--- src/rtl/can_irq_pkg.sv ---
package can_irq_pkg;
  localparam int NUM_MBOX = 3;
  localparam int NUM_FIFO = 2;
  localparam int REG_DW   = 16;
  localparam int CODE_W   = 3;
  localparam int PEND_W   = 2;

  // enable register layout
  localparam int EN_TX        = 0;
  localparam int EN_FIFO_BASE = 1;
  localparam int EN_WARN      = EN_FIFO_BASE + 3 * NUM_FIFO;
  localparam int EN_PASS      = EN_WARN + 1;
  localparam int EN_BOFF      = EN_WARN + 2;
  localparam int EN_CODE      = EN_WARN + 3;
  localparam int EN_ERR       = EN_WARN + 4;
  localparam int EN_WAKE      = EN_WARN + 5;
  localparam int EN_SLEEP     = EN_WARN + 6;
  localparam int EN_W         = EN_WARN + 7;

  // sticky flag layout
  localparam int FL_FIFO_BASE = NUM_MBOX;
  localparam int FL_ERR       = NUM_MBOX + 2 * NUM_FIFO;
  localparam int FL_WAKE      = FL_ERR + 1;
  localparam int FL_SLAK      = FL_ERR + 2;
  localparam int FL_W         = FL_ERR + 3;

  localparam logic [1:0] ADDR_EN   = 2'd0;
  localparam logic [1:0] ADDR_FLAG = 2'd1;
  localparam logic [1:0] ADDR_PEND = 2'd2;

  function automatic logic code_is_err(input logic [CODE_W-1:0] c);
    return (c != '0) && (c != '1);
  endfunction

  function automatic logic pend_nz(input logic [PEND_W-1:0] p);
    return |p;
  endfunction
endpackage

--- src/rtl/can_irq_sticky.sv ---
module can_irq_sticky #(
  parameter int W = 1
) (
  input  logic         clk,
  input  logic         rst_n,
  input  logic [W-1:0] set_i,
  input  logic [W-1:0] clr_i,
  output logic [W-1:0] flag_o
);
  // set dominates a simultaneous clear
  always_ff @(posedge clk or negedge rst_n) begin
    if (!rst_n) flag_o <= '0;
    else        flag_o <= (flag_o & ~clr_i) | set_i;
  end
endmodule

--- src/rtl/can_irq_fifo_term.sv ---
module can_irq_fifo_term
  import can_irq_pkg::*;
(
  input  logic [PEND_W-1:0] pend_i,
  input  logic              full_i,
  input  logic              ovr_i,
  input  logic [2:0]        en_i,   // [0] pending, [1] full, [2] overrun
  output logic              req_o
);
  always_comb begin
    req_o = (pend_nz(pend_i) && en_i[0]) ||
            (full_i && en_i[1]) ||
            (ovr_i  && en_i[2]);
  end
endmodule

--- src/rtl/can_irq_err_src.sv ---
module can_irq_err_src
  import can_irq_pkg::*;
(
  input  logic              warn_i,
  input  logic              pass_i,
  input  logic              boff_i,
  input  logic [CODE_W-1:0] code_i,
  input  logic [3:0]        en_i,   // [0] warn, [1] passive, [2] bus-off, [3] code
  output logic              hit_o
);
  always_comb begin
    hit_o = (warn_i && en_i[0]) ||
            (pass_i && en_i[1]) ||
            (boff_i && en_i[2]) ||
            (code_is_err(code_i) && en_i[3]);
  end
endmodule

--- src/rtl/can_irq_aggr.sv ---
module can_irq_aggr
  import can_irq_pkg::*;
(
  input  logic                       clk,
  input  logic                       rst_n,
  input  logic [NUM_MBOX-1:0]        tx_done_ev,
  input  logic [PEND_W*NUM_FIFO-1:0] rx_pend,
  input  logic [NUM_FIFO-1:0]        rx_full_ev,
  input  logic [NUM_FIFO-1:0]        rx_ovr_ev,
  input  logic                       err_warn,
  input  logic                       err_passive,
  input  logic                       err_busoff,
  input  logic [CODE_W-1:0]          err_code,
  input  logic                       wake_ev,
  input  logic                       sleep_ack_ev,
  input  logic                       reg_wr,
  input  logic [1:0]                 reg_addr,
  input  logic [REG_DW-1:0]          reg_wdata,
  output logic [REG_DW-1:0]          reg_rdata,
  output logic                       irq_tx,
  output logic [NUM_FIFO-1:0]        irq_rx,
  output logic                       irq_sce
);
  logic [EN_W-1:0]     en_q;
  logic [FL_W-1:0]     flag_q;
  logic [FL_W-1:0]     flag_set;
  logic [FL_W-1:0]     flag_clr;
  logic                err_hit;
  logic [NUM_FIFO-1:0] fifo_req;
  logic                en_wr;
  logic                flag_wr;
  logic                unused_wdata;

  assign en_wr        = reg_wr && (reg_addr == ADDR_EN);
  assign flag_wr      = reg_wr && (reg_addr == ADDR_FLAG);
  assign unused_wdata = ^reg_wdata[REG_DW-1:EN_W];

  always_ff @(posedge clk or negedge rst_n) begin
    if (!rst_n)     en_q <= '0;
    else if (en_wr) en_q <= reg_wdata[EN_W-1:0];
  end

  can_irq_err_src u_err (
    .warn_i (err_warn),
    .pass_i (err_passive),
    .boff_i (err_busoff),
    .code_i (err_code),
    .en_i   (en_q[EN_CODE:EN_WARN]),
    .hit_o  (err_hit)
  );

  always_comb begin
    flag_set = '0;
    flag_set[NUM_MBOX-1:0] = tx_done_ev;
    for (int i = 0; i < NUM_FIFO; i++) begin
      flag_set[FL_FIFO_BASE + 2*i]     = rx_full_ev[i];
      flag_set[FL_FIFO_BASE + 2*i + 1] = rx_ovr_ev[i];
    end
    flag_set[FL_ERR]  = err_hit;
    flag_set[FL_WAKE] = wake_ev;
    flag_set[FL_SLAK] = sleep_ack_ev;
    flag_clr = flag_wr ? reg_wdata[FL_W-1:0] : '0;
  end

  can_irq_sticky #(.W(FL_W)) u_flags (
    .clk    (clk),
    .rst_n  (rst_n),
    .set_i  (flag_set),
    .clr_i  (flag_clr),
    .flag_o (flag_q)
  );

  for (genvar g = 0; g < NUM_FIFO; g++) begin : g_fifo
    can_irq_fifo_term u_term (
      .pend_i (rx_pend[PEND_W*g +: PEND_W]),
      .full_i (flag_q[FL_FIFO_BASE + 2*g]),
      .ovr_i  (flag_q[FL_FIFO_BASE + 2*g + 1]),
      .en_i   (en_q[EN_FIFO_BASE + 3*g +: 3]),
      .req_o  (fifo_req[g])
    );
  end

  always_ff @(posedge clk or negedge rst_n) begin
    if (!rst_n) begin
      irq_tx  <= 1'b0;
      irq_rx  <= '0;
      irq_sce <= 1'b0;
    end else begin
      irq_tx  <= (|flag_q[NUM_MBOX-1:0]) && en_q[EN_TX];
      irq_rx  <= fifo_req;
      irq_sce <= (flag_q[FL_ERR]  && en_q[EN_ERR])  ||
                 (flag_q[FL_WAKE] && en_q[EN_WAKE]) ||
                 (flag_q[FL_SLAK] && en_q[EN_SLEEP]);
    end
  end

  always_comb begin
    reg_rdata = '0;
    case (reg_addr)
      ADDR_EN:   reg_rdata[EN_W-1:0] = en_q;
      ADDR_FLAG: reg_rdata[FL_W-1:0] = flag_q;
      ADDR_PEND: reg_rdata[PEND_W*NUM_FIFO-1:0] = rx_pend;
      default:   reg_rdata = '0;
    endcase
  end
endmodule

--- config.mk ---
export PLATFORM = sky130hd
export DESIGN_NAME = can_irq_aggr
export DESIGN_NICKNAME = d
export VERILOG_FILES = /design/src/rtl/can_irq_pkg.sv /design/src/rtl/can_irq_sticky.sv /design/src/rtl/can_irq_fifo_term.sv /design/src/rtl/can_irq_err_src.sv /design/src/rtl/can_irq_aggr.sv
export SDC_FILE = /design/constraint.sdc
export NUM_CORES = 1
export LEC_CHECK = 0
export CAP_MARGIN = 0
export CORE_ASPECT_RATIO = 1.4
export CORE_MARGIN = 4
export CORE_UTILIZATION = 40
export CTS_BUF_LIST = sky130_fd_sc_hd__clkbuf_4 sky130_fd_sc_hd__clkbuf_8
export CTS_CLUSTER_DIAMETER = 100
export CTS_CLUSTER_SIZE = 25
export DETAILED_ROUTE_END_ITERATION = 8
export PLACE_DENSITY_LB_ADDON = 0.12
export SLEW_MARGIN = 5
export SYNTH_ARGS = -nofsm -noshare
export SYNTH_HDL_FRONTEND = slang
export SYNTH_SLANG_ARGS = --single-unit
--- constraint.sdc ---
create_clock -name clk -period 2.3 [get_ports clk]
set_input_delay 0.46 -clock clk [delete_from_list [all_inputs] [get_ports clk]]
set_output_delay 0.46 -clock clk [all_outputs]
set_load 0.02 [all_outputs]
==> results of run 1 <==
repair_timing:
| action | CTS | global route |
|---|---|---|
| gates resized for setup | 15 | 7 |
| pin swaps | 0 | 0 |
| setup endpoints to repair | 14 | 4 |
flip-flops by register name, summed over array words and instances (netlist names):
register,count
en_q,14
irq_rx,2
irq_sce,1
irq_tx,1
u_flags.flag_o,10
where the power goes:
group          internal (mW)  switching [mW]
logic                  0.207           0.145
clock network          0.233           0.148
registers              0.558          0.0481
kinds of logic after synthesis:
family / count (synthesis) / synth area share (%)
other: 1 / 0.2762
buffers and inverters: 8 / 4.146
and+or+nand+nor: 33 / 11.06
AOI/OAI and AO/OA: 21 / 11.15
DFF: 28 / 51.61
muxes: 24 / 21.75
metrics by stage:
stage / hold WS, ns / utilization [%] / TNS, ns
2_1_floorplan: 0.1644 / - / 0
3_3_place_gp: 0.4847 / 62.46 / -2.331
3_5_place_dp: 0.4979 / 62.46 / -2.565
4_1_cts: 0.5214 / 64.23 / 0
5_1_grt: 0.5417 / 64.15 / 0
6_report: 0.5194 / 64.15 / 0
placed cells by master, fill, tap and decap left out, drive strengths merged, types with 2 or more instances in the layout:
master         synthesis  layout
and2                   5       5
clkdlybuf4s50          0      41
a22oi                  2       2
clkbuf                 0       5
a21o                   9       9
mux2                  14      14
nand3                  3       3
mux2i                 10      10
o21ai                  6       6
a222oi                 2       2
dfrtp                 28      28
dlygate4sd2            0      11
buf                    7       9
conb                   1       2
nor2                   7       7
nand2                 15      15
worst max-delay path: stages:
cell	delay (ns)
clkdlybuf4s50_1	0.51
buf_4	0.16
buf_12	0.11
mux2i_1	0.17
nor2_1	0.05
dlygate4sd2_1	0.31
worst min path at each step:
stage	endpoint	slack (ns)	cells after the start
finish	u_flags.flag_o[4]	0.52	1
global route	u_flags.flag_o[5]	0.54	1
CTS	u_flags.flag_o[9]	0.52	1
detailed placement	u_flags.flag_o[9]	0.50	1
global placement	u_flags.flag_o[9]	0.48	1
floorplan	en_q[0]	0.16	0
per-layer routing:
metal	vias up	global-route usage [%]
met4	0	5.568
met3	2	2.521
met2	35	28.03
met1	530	18.40
li1	522	-
met5	-	0
area by class of cell:
cell class | instances | area [µm²] | share of cell area (%)
sequential | 28 | 700.7 | 34.31
timing repair buffer | 64 | 610.6 | 29.90
multi-input combinational | 80 | 606.8 | 29.72
tap | 39 | 48.80 | 2.390
clock buffer | 3 | 41.29 | 2.022
clock inverter | 1 | 30.03 | 1.471
inverter | 1 | 3.754 | 0.1838
==> tab_implementation.tex, run 1 <==
\begin{tabular}{lr}
\hline
Metric & Value \\
\hline
\multicolumn{2}{l}{\textbf{STA}} \\
Post-route minimum period & 2.237 ns \\
Fmax & 0.4470 GHz \\
Final setup slack of the worst path & 0.06272 ns \\
Final worst path period share & 97.27\% \\
Post-Route Skew & 0.001358 ns \\
Final hold violations & 0 \\
Unrepaired setup endpoints after global routing & false \\
Setup Viol. Count Final & 0 \\
Final number of max-transition violations & 0 \\
\multicolumn{2}{l}{\textbf{Floorplan}} \\
Floorplan row count & 24 \\
I/O pins & 60 \\
Vertical extent of the die & 76.93 µm \\
Total Die Area & 4403 µm² \\
Floorplan core area & 3183 µm² \\
Overall die width & 57.24 µm \\
Initial Util & 42.65\% \\
\multicolumn{2}{l}{\textbf{Cells and area}} \\
Layout area overhead & 50.41\% \\
Design area & 2042 µm² \\
Non-filler cells, final & 216 \\
Number of diodes & 0 \\
Number of filler cells placed in the layout & 297 \\
Fraction of layout instances using a drive strength above 1 & 17.51\% \\
Number of nets in the layout & 218 \\
\multicolumn{2}{l}{\textbf{Detailed routing}} \\
Antenna-violating nets left & 0 \\
M1 wire length & 1330 µm \\
Uppermost metal layer occupied by signal nets & met4 \\
Wire length after detailed routing & 3330 µm \\
Routed length on met3 & 182 µm \\
Routed length per placed instance & 15.42 µm \\
Detailed-route via count & 1,089 \\
DR vias/cell & 5.042 \\
Wire length on met2 & 1796 µm \\
Count of TritonRoute iterations in the first routing pass & 4 \\
Number of DRC markers after the initial detailed-route iteration & 23 \\
Remaining design rule violation count & 0 \\
\multicolumn{2}{l}{\textbf{Synthesis}} \\
Synth warnings & 0 \\
Synth cell types & 22 \\
Number of synthesized flops with an enable pin & 0 \\
Most frequent cells after synthesis & 28 x dfrtp\_1, 15 x nand2\_1, 10 x mux2\_4, 10 x mux2i\_1, 9 x a21o\_1 \\
Area of the mapped netlist & 1358 µm² \\
Leading area contributor after synthesis & dfrtp\_1 \\
Leading cell type by number of instances after synthesis & dfrtp\_1 \\
FFs w/ async S/R, synth & 100.0\% \\
Post-Syn Instances & 115 \\
Fraction of post-synthesis cell area in the top cell type by area & 51.61\% \\
Mean cell area of the mapped netlist & 11.80 µm² \\
Most instantiated flip-flop cell in the synthesis netlist & dfrtp\_1 \\
Post-synthesis sequential area ratio & 51.61\% \\
Synth top area cells & dfrtp\_1 52\%, mux2\_4 11\%, mux2i\_1 7.4\% \\
Seq cells post-synth & 28 \\
\multicolumn{2}{l}{\textbf{Worst setup path}} \\
Worst Setup End Kind & output pin \\
Path depth of the worst reg2reg path & 2 \\
Crit path kind & input port to output pin \\
Reg2Reg Capture Point & u\_flags.flag\_o[7] \\
Worst EP required & 1.84 ns \\
Worst path arrival time & 1.78 ns \\
Critical Path Start Type & input port \\
Maximum net fanout on the critical path & 4 \\
Reg-to-reg slack, setup & 1.35 ns \\
Worst setup path end & reg\_rdata[8] \\
Critical R2R Launch & en\_q[7] \\
Worst setup path startpoint & reg\_addr[0] \\
\multicolumn{2}{l}{\textbf{Placement}} \\
Total placed instance area & 1988 µm² \\
DP Worst Slack & -0.2321 ns \\
Placed cell count & 212 \\
GP Congestion & 0.8098 \\
Number of buffers added on ports & 55 \\
Final HPWL from detailed placement & 2619 µm \\
\multicolumn{2}{l}{\textbf{Hold path}} \\
Hold Path Origin & u\_flags.flag\_o[4] \\
Class of the tightest hold or removal check & flop to flop \\
\multicolumn{2}{l}{\textbf{Clock tree}} \\
TritonCTS clock tree & built \\
Maximum level of the CTS H-tree & 1 \\
Clk buf depth & 2 \\
Count of buffers added by post-CTS timing repair for setup & 0 \\
Clk Latency, worst-skew pair & 0.27 ns \\
CTS root buf & clkbuf\_8 \\
Post-CTS clock slew at the launch and capture registers of the worst setup and hold paths & 0.09 ns \\
Sinks on Clock Net & 28 \\
Num CTS Buffers & 3 \\
Count of hold buffers inserted by post-cts repair & 0 \\
\multicolumn{2}{l}{\textbf{Outcome}} \\
Run status & complete, no violations \\
\multicolumn{2}{l}{\textbf{Power}} \\
Pwr Density & 655.4 nW/µm² \\
Power, Total & 1.338 mW \\
Highest ir drop seen on vdd & 363.2 µV \\
Pleak & 0.8956 nW \\
\multicolumn{2}{l}{\textbf{GRT}} \\
Sum of overflow across all layers after global routing & 0 \\
Initial antenna violation count & 0 \\
Wire length of the first global-routing pass & 5471 µm \\
Largest net degree at the start of global routing & 29 \\
Vias in the first global route & 1,244 \\
Gr usage total & 15.67\% \\
\multicolumn{2}{l}{\textbf{Flow run}} \\
\# Max-Cap Violations & 0 \\
\hline
\end{tabular}
No activity file was read; power rests on OpenSTA's default activity.
==> inputs of run 2 (changes only) <==
--- a/config.mk
+++ b/config.mk
@@ -13,7 +13,9 @@
 export CTS_CLUSTER_DIAMETER = 100
 export CTS_CLUSTER_SIZE = 25
 export DETAILED_ROUTE_END_ITERATION = 8
+export HOLD_SLACK_MARGIN = 0.02
 export PLACE_DENSITY_LB_ADDON = 0.12
+export RECOVER_POWER = 50
 export SLEW_MARGIN = 5
 export SYNTH_ARGS = -nofsm -noshare
 export SYNTH_HDL_FRONTEND = slang
==> tab_implementation.tex, run 2 (synthesis results as in run 1) <==
\begin{tabular}{lr}
\hline
Metric & Value \\
\hline
\multicolumn{2}{l}{\textbf{Outcome}} \\
Run status & finished, violations left (was complete, no violations) \\
Violations in the final reports & max-capacitance violations, max-slew violations \\
\multicolumn{2}{l}{\textbf{Detailed routing}} \\
Wire length after detailed routing & 3337 µm (was 3330 µm) \\
DR vias/cell & 5.032 (was 5.042) \\
Count of TritonRoute iterations in the first routing pass & 4 (unchanged) \\
Antenna-violating nets left & 0 (unchanged) \\
Detailed-route via count & 1,087 (was 1,089) \\
Number of DRC markers after the initial detailed-route iteration & 15 (was 23) \\
Routed length per placed instance & 15.45 µm (was 15.42 µm) \\
Remaining design rule violation count & 0 (unchanged) \\
\multicolumn{2}{l}{\textbf{Clock tree}} \\
Post-CTS clock slew at the launch and capture registers of the worst setup and hold paths & 0.09 ns (about the same) \\
Clk buf depth & 2 (unchanged) \\
Num CTS Buffers & 3 (unchanged) \\
Clk Latency, worst-skew pair & 0.27 ns (about the same) \\
Count of buffers added by post-CTS timing repair for setup & 0 (unchanged) \\
CTS root buf & clkbuf\_8 (unchanged) \\
Sinks on Clock Net & 28 (unchanged) \\
TritonCTS clock tree & built (unchanged) \\
Maximum level of the CTS H-tree & 1 (unchanged) \\
Count of hold buffers inserted by post-cts repair & 0 (unchanged) \\
\multicolumn{2}{l}{\textbf{Cells and area}} \\
Design area & 2038 µm² (was 2042 µm²) \\
Top flop regs & en\_q: 14 flops, u\_flags.flag\_o: 10 flops, irq\_rx: 2 flops (unchanged) \\
Core occupancy in the finished layout & 64.03\% (was 64.15\%) \\
Register Area & 700.7 µm² (unchanged) \\
Largest reg by FF count & en\_q (unchanged) \\
Commonest cells after routing, fill and taps aside & 35 x clkdlybuf4s50\_1, 28 x dfrtp\_1, 15 x nand2\_1 (was 41 x clkdlybuf4s50\_1, 28 x dfrtp\_1, 15 x nand2\_1) \\
Number of diodes & 0 (unchanged) \\
Fraction of layout instances using a drive strength above 1 & 16.95\% (was 17.51\%) \\
Number of nets in the layout & 218 (unchanged) \\
Number of filler cells placed in the layout & 296 (was 297) \\
Leading cell type in the layout, fill and taps excluded & clkdlybuf4s50\_1 (unchanged) \\
Layout area overhead & 50.14\% (was 50.41\%) \\
Number of flip-flops under the largest register name & 14 (unchanged) \\
Multi-input gate area & 606.8 µm² (unchanged) \\
\multicolumn{2}{l}{\textbf{GRT}} \\
Largest net degree at the start of global routing & 29 (unchanged) \\
Vias in the first global route & 1,244 (unchanged) \\
Initial antenna violation count & 0 (unchanged) \\
Gr usage total & 15.67\% (unchanged) \\
Wire length of the first global-routing pass & 5471 µm (unchanged) \\
Sum of overflow across all layers after global routing & 0 (unchanged) \\
\multicolumn{2}{l}{\textbf{Hold path}} \\
Endpoint, Worst Hold & u\_flags.flag\_o[4] (unchanged) \\
Class of the tightest hold or removal check & flop to flop (unchanged) \\
Worst hold stages & 1 (unchanged) \\
Hold Path Origin & u\_flags.flag\_o[4] (unchanged) \\
\multicolumn{2}{l}{\textbf{Worst setup path}} \\
Crit path max-delay family & buffers and inverters (unchanged) \\
Reg2Reg Capture Point & u\_flags.flag\_o[7] (unchanged) \\
Path depth of the worst reg2reg path & 2 (unchanged) \\
Worst Setup End Kind & output pin (unchanged) \\
Worst path arrival time & 1.78 ns (about the same) \\
Maximum cell stage delay along the critical path & 0.51 ns (about the same) \\
CP max stage cell & clkdlybuf4s50\_1 (unchanged) \\
Maximum net fanout on the critical path & 4 (unchanged) \\
Bufs and invs on worst path & 4 (unchanged) \\
Critical R2R Launch & en\_q[7] (unchanged) \\
Cells along the critical path & clkdlybuf4s50\_1 > buf\_4 > buf\_12 > mux2i\_1 > nor2\_1 > dlygate4sd2\_1 (unchanged) \\
Critical Path Start Type & input port (unchanged) \\
Reg-to-reg slack, setup & 1.35 ns (about the same) \\
Crit path kind & input port to output pin (unchanged) \\
Worst EP required & 1.84 ns (about the same) \\
\multicolumn{2}{l}{\textbf{Floorplan}} \\
Floorplan core area & 3183 µm² (unchanged) \\
Vertical extent of the die & 76.93 µm (unchanged) \\
Floorplan row count & 24 (unchanged) \\
Total Die Area & 4403 µm² (unchanged) \\
Overall die width & 57.24 µm (unchanged) \\
Initial Util & 42.65\% (unchanged) \\
I/O pins & 60 (unchanged) \\
\multicolumn{2}{l}{\textbf{Power}} \\
Cell internal pwr & 0.9910 mW (was 0.9977 mW) \\
Clk network pwr share & 28.6\% (was 28.4\%) \\
Highest ir drop seen on vdd & 361.3 µV (was 363.2 µV) \\
Pwr Density & 653.1 nW/µm² (was 655.4 nW/µm²) \\
Combinational power share & 25.9\% (was 26.2\%) \\
Switching Power & 0.3401 mW (was 0.3405 mW) \\
Power, Total & 1.331 mW (was 1.338 mW) \\
Switching share of power & 25.55\% (was 25.45\%) \\
Pleak & 0.8882 nW (was 0.8956 nW) \\
Part of the total power dissipated in sequential elements & 45.5\% (was 45.3\%) \\
\multicolumn{2}{l}{\textbf{Placement}} \\
GP Congestion & 0.8098 (unchanged) \\
Number of buffers added on ports & 55 (unchanged) \\
Total placed instance area & 1988 µm² (unchanged) \\
Final HPWL from detailed placement & 2619 µm (unchanged) \\
\multicolumn{2}{l}{\textbf{STA}} \\
Setup Viol. Count Final & 0 (unchanged) \\
Final hold violations & 0 (unchanged) \\
Fmax & 0.4470 GHz (about the same) \\
Final worst path period share & 97.27\% (about the same) \\
Post-Route Skew & 0.001017 ns (was 0.001358 ns) \\
Relative slew slack & -0.09408\% \\
Actual slew at the worst max-slew pin & 1.501 ns \\
Unrepaired setup endpoints after global routing & false (unchanged) \\
Post-route minimum period & 2.237 ns (about the same) \\
Final number of max-transition violations & 28 (was 0) \\
\multicolumn{2}{l}{\textbf{Flow run}} \\
\# Max-Cap Violations & 1 (was 0) \\
\hline
\end{tabular}
## run 2: worst max path at each step
stage,from,to,slack [ns],depth (start not counted)
2_1_floorplan,reg_addr[1],reg_rdata[0],0.61,3
3_3_place_gp,reg_addr[0],reg_rdata[12],-0.21,5
3_5_place_dp,reg_addr[0],reg_rdata[12],-0.23,5
4_1_cts,reg_addr[1],reg_rdata[1],0.004,5
5_1_grt,reg_addr[0],reg_rdata[8],0.0009,6
6_report,reg_addr[0],reg_rdata[8],0.06,6
## run 2: repair_timing
item / CTS / global route
endpoints found under the hold margin: 0 / 0
endpoints found under the setup margin: 14 / 4
gates resized for setup: 15 / 7
## run 2: through the flow
| step | hold slack (ns) | setup WS (ns) | cells | TNS (ns) |
|---|---|---|---|---|
| global placement | 0.4847 | -0.2060 | 212 | -2.331 |
| detailed placement | 0.4979 | -0.2321 | 212 | -2.565 |
| global route | 0.5417 | 0.0008606 | 216 | 0 |
| finish | 0.5195 | 0.06280 | 216 | 0 |
| floorplan | 0.1644 | 0.6094 | 116 | 0 |
| CTS | 0.5214 | 0.003782 | 216 | 0 |
## run 2: routing by layer
layer	wire length, µm	up-vias	global-route usage [%]
met1	1354	529	18.40
met4	21	0	5.568
met2	1782	35	28.03
met3	179	2	2.521
met5	0	-	0
li1	-	521	-
## run 2: cell type report
type,instances,area share (%)
Clock buffer,3,2.026
Timing Repair Buffer,64,29.77
Inverter,1,0.1842
Tap cell,39,2.394
Multi-Input combinational cell,80,29.77
Clock inverter,1,1.473
Sequential cell,28,34.38
## run 2: power by group through the flow
| stage | sequential, mW | clock, mW | combinational (mW) |
|---|---|---|---|
| after floorplan | 0.618 | 0 | 0.176 |
| after global placement | 0.614 | 0 | 0.366 |
| after detailed placement | 0.617 | 0 | 0.371 |
| after CTS | 0.608 | 0.393 | 0.356 |
| after global routing | 0.614 | 0.418 | 0.371 |
| final | 0.606 | 0.381 | 0.345 |
==> inputs of run 3 (changes only) <==
--- a/config.mk
+++ b/config.mk
@@ -7,7 +7,7 @@
 export LEC_CHECK = 0
 export CAP_MARGIN = 0
 export CORE_ASPECT_RATIO = 1.4
-export CORE_MARGIN = 4
+export CORE_MARGIN = 1
 export CORE_UTILIZATION = 40
 export CTS_BUF_LIST = sky130_fd_sc_hd__clkbuf_4 sky130_fd_sc_hd__clkbuf_8
 export CTS_CLUSTER_DIAMETER = 100
@@ -16,7 +16,6 @@
 export HOLD_SLACK_MARGIN = 0.02
 export PLACE_DENSITY_LB_ADDON = 0.12
 export RECOVER_POWER = 50
-export SLEW_MARGIN = 5
 export SYNTH_ARGS = -nofsm -noshare
 export SYNTH_HDL_FRONTEND = slang
 export SYNTH_SLANG_ARGS = --single-unit
==> tab_implementation.tex, run 3 (synthesis results as in run 1) <==
\begin{tabular}{lr}
\hline
Metric & Value \\
\hline
\multicolumn{2}{l}{\textbf{Power}} \\
Highest ir drop seen on vdd & 347.0 µV (was 361.3 µV) \\
Switching share of power & 27.29\% (was 25.55\%) \\
Pwr Density & 618.1 nW/µm² (was 653.1 nW/µm²) \\
Part of the total power dissipated in sequential elements & 48.1\% (was 45.5\%) \\
Power, Total & 1.257 mW (was 1.331 mW) \\
Pleak & 0.8798 nW (was 0.8882 nW) \\
Combinational power share & 27.5\% (was 25.9\%) \\
Cell internal pwr & 0.9138 mW (was 0.9910 mW) \\
Switching Power & 0.3429 mW (was 0.3401 mW) \\
Clk network pwr share & 24.4\% (was 28.6\%) \\
\multicolumn{2}{l}{\textbf{Placement}} \\
GP Congestion & 0.7862 (was 0.8098) \\
Placed cell count & 212 (unchanged) \\
Number of buffers added on ports & 55 (unchanged) \\
Final HPWL from detailed placement & 2367 µm (was 2619 µm) \\
\multicolumn{2}{l}{\textbf{Worst setup path}} \\
Worst EP required & 1.84 ns (about the same) \\
Critical R2R Launch & en\_q[7] (unchanged) \\
Maximum net fanout on the critical path & 5 (was 4) \\
Maximum cell stage delay along the critical path & 0.56 ns (was 0.51 ns) \\
Cells along the critical path & clkdlybuf4s50\_1 > buf\_6 > mux2i\_1 > o21ai\_0 > dlygate4sd2\_1 (was clkdlybuf4s50\_1 > buf\_4 > buf\_12 > mux2i\_1 > nor2\_1 > dlygate4sd2\_1) \\
Bufs and invs on worst path & 3 (was 4) \\
Crit path max-delay family & buffers and inverters (unchanged) \\
Critical Path Start Type & input port (unchanged) \\
CP max stage cell & clkdlybuf4s50\_1 (unchanged) \\
Crit path kind & input port to output pin (unchanged) \\
Worst Setup End Kind & output pin (unchanged) \\
Worst path arrival time & 1.76 ns (was 1.78 ns) \\
Reg2Reg Capture Point & u\_flags.flag\_o[7] (unchanged) \\
Reg-to-reg slack, setup & 1.34 ns (was 1.35 ns) \\
Path depth of the worst reg2reg path & 2 (unchanged) \\
\multicolumn{2}{l}{\textbf{STA}} \\
Final hold violations & 0 (unchanged) \\
Post-route minimum period & 2.222 ns (was 2.237 ns) \\
Unrepaired setup endpoints after global routing & false (unchanged) \\
Setup Viol. Count Final & 0 (unchanged) \\
Minimum hold slack & 0.5124 ns (was 0.5195 ns) \\
Relative slew slack & 2.132\% (was -0.09408\%) \\
Fmax & 0.4501 GHz (was 0.4470 GHz) \\
Final worst path period share & 96.60\% (was 97.27\%) \\
Actual slew at the worst max-slew pin & 1.468 ns (was 1.501 ns) \\
Final number of max-transition violations & 0 (was 28) \\
Post-Route Skew & 0.001708 ns (was 0.001017 ns) \\
\multicolumn{2}{l}{\textbf{Floorplan}} \\
Floorplan core area & 3183 µm² (unchanged) \\
Total Die Area & 3634 µm² (was 4403 µm²) \\
Floorplan row count & 24 (unchanged) \\
Vertical extent of the die & 70.93 µm (was 76.93 µm) \\
Overall die width & 51.24 µm (was 57.24 µm) \\
Initial Util & 42.65\% (unchanged) \\
I/O pins & 60 (unchanged) \\
\multicolumn{2}{l}{\textbf{GRT}} \\
Wire length of the first global-routing pass & 5250 µm (was 5471 µm) \\
Gr usage total & 19.48\% (was 15.67\%) \\
Initial antenna violation count & 0 (unchanged) \\
Vias in the first global route & 1,187 (was 1,244) \\
Sum of overflow across all layers after global routing & 0 (unchanged) \\
Met3 Track Usage GR & 3.011\% (was 2.521\%) \\
Met1 routing resource usage after global routing & 23.88\% (was 18.40\%) \\
Layer carrying the most global-route usage & met2 (unchanged) \\
Largest net degree at the start of global routing & 29 (unchanged) \\
M2 GR Usage & 33.48\% (was 28.03\%) \\
\multicolumn{2}{l}{\textbf{Cells and area}} \\
Largest reg by FF count & en\_q (unchanged) \\
Number of filler cells placed in the layout & 288 (was 296) \\
Number of diodes & 0 (unchanged) \\
Number of nets in the layout & 218 (unchanged) \\
Fraction of layout instances using a drive strength above 1 & 15.82\% (was 16.95\%) \\
Top flop regs & en\_q: 14 flops, u\_flags.flag\_o: 10 flops, irq\_rx: 2 flops (unchanged) \\
Leading cell type in the layout, fill and taps excluded & clkdlybuf4s50\_1 (unchanged) \\
Core occupancy in the finished layout & 63.88\% (was 64.03\%) \\
Layout area overhead & 49.77\% (was 50.14\%) \\
Number of flip-flops under the largest register name & 14 (unchanged) \\
Commonest cells after routing, fill and taps aside & 35 x clkdlybuf4s50\_1, 28 x dfrtp\_1, 15 x nand2\_1 (unchanged) \\
Non-filler cells, final & 216 (unchanged) \\
\multicolumn{2}{l}{\textbf{Detailed routing}} \\
Routed length per placed instance & 14.22 µm (was 15.45 µm) \\
Antenna-violating nets left & 0 (unchanged) \\
Count of TritonRoute iterations in the first routing pass & 4 (unchanged) \\
DR vias/cell & 4.931 (was 5.032) \\
Detailed-route via count & 1,065 (was 1,087) \\
Number of DRC markers after the initial detailed-route iteration & 21 (was 15) \\
Remaining design rule violation count & 0 (unchanged) \\
Wire length after detailed routing & 3071 µm (was 3337 µm) \\
\multicolumn{2}{l}{\textbf{Hold path}} \\
Worst hold stages & 1 (unchanged) \\
Endpoint, Worst Hold & u\_flags.flag\_o[5] (was u\_flags.flag\_o[4]) \\
Class of the tightest hold or removal check & flop to flop (unchanged) \\
Hold Path Origin & u\_flags.flag\_o[5] (was u\_flags.flag\_o[4]) \\
\multicolumn{2}{l}{\textbf{Clock tree}} \\
CTS root buf & clkbuf\_8 (unchanged) \\
Clk Latency, worst-skew pair & 0.27 ns (about the same) \\
TritonCTS clock tree & built (unchanged) \\
Count of buffers added by post-CTS timing repair for setup & 0 (unchanged) \\
Maximum level of the CTS H-tree & 1 (unchanged) \\
Sinks on Clock Net & 28 (unchanged) \\
Num CTS Buffers & 3 (unchanged) \\
Post-CTS clock slew at the launch and capture registers of the worst setup and hold paths & 0.09 ns (about the same) \\
Clk buf depth & 2 (unchanged) \\
\multicolumn{2}{l}{\textbf{Outcome}} \\
Run status & complete, no violations (was finished, violations left) \\
\multicolumn{2}{l}{\textbf{Flow run}} \\
\# Max-Cap Violations & 0 (was 1) \\
\hline
\end{tabular}
## run 3: cell types whose count changed in the layout (fill, tap and decap cells not counted), sizes merged
| cell | before | now |
|---|---|---|
| clkdlybuf4s15 | 1 | 4 |
| bufinv | 1 | 0 |
| clkbuf | 6 | 5 |
| dlygate4sd2 | 11 | 10 |
## run 3: power by group through the flow
stage / clock network, mW / registers (mW) / logic [mW]
2_1_floorplan: 0 / 0.618 / 0.176
3_3_place_gp: 0 / 0.615 / 0.364
3_5_place_dp: 0 / 0.616 / 0.370
4_1_cts: 0.313 / 0.606 / 0.355
5_1_grt: 0.328 / 0.614 / 0.374
6_report: 0.307 / 0.604 / 0.345
## run 3: routing by layer
metal  vias up  part of all wire, %  routed length, µm
met5         -                    0                  0
met4         0                  1.5                 46
met3         4                  5.3                164
met2        35                   52               1586
met1       509                   41               1272
li1        517                    -                  -
## run 3: worst max path at each step
stage,cells after the start,start,end,slack (ns)
after floorplan,3,reg_addr[1],reg_rdata[0],0.61
after global placement,5,reg_addr[1],reg_rdata[1],-0.19
after detailed placement,5,reg_addr[1],reg_rdata[1],-0.22
after CTS,6,reg_addr[0],reg_rdata[7],0.04
after global routing,6,reg_addr[0],reg_rdata[5],0.01
final,5,reg_addr[1],reg_rdata[0],0.08
## run 3: layout make-up
| type | instances | area (µm²) | share of cell area, % |
|---|---|---|---|
| inverters | 1 | 3.754 | 0.1846 |
| flip-flops and latches | 28 | 700.7 | 34.46 |
| clock buffers | 4 | 55.05 | 2.708 |
| multi-input cells | 80 | 606.8 | 29.85 |
| repair buffers | 64 | 618.1 | 30.40 |
| well taps | 39 | 48.80 | 2.400 |
## run 3: what timing repair did
item	CTS	global route
resized for setup	15	5
hold endpoints to repair	0	0
hold buffers	0	0
pin swaps	0	0
setup endpoints to repair	14	5
## run 3: stage by stage
step                TNS, ns  setup WS [ns]  instance area [µm²]
floorplan                 0         0.6094                 1361
global route              0       0.009713                 2033
global placement     -2.122        -0.1943                 1988
CTS                       0        0.03897                 2028
finish                    0        0.07825                 2033
detailed placement   -2.331        -0.2224                 1988
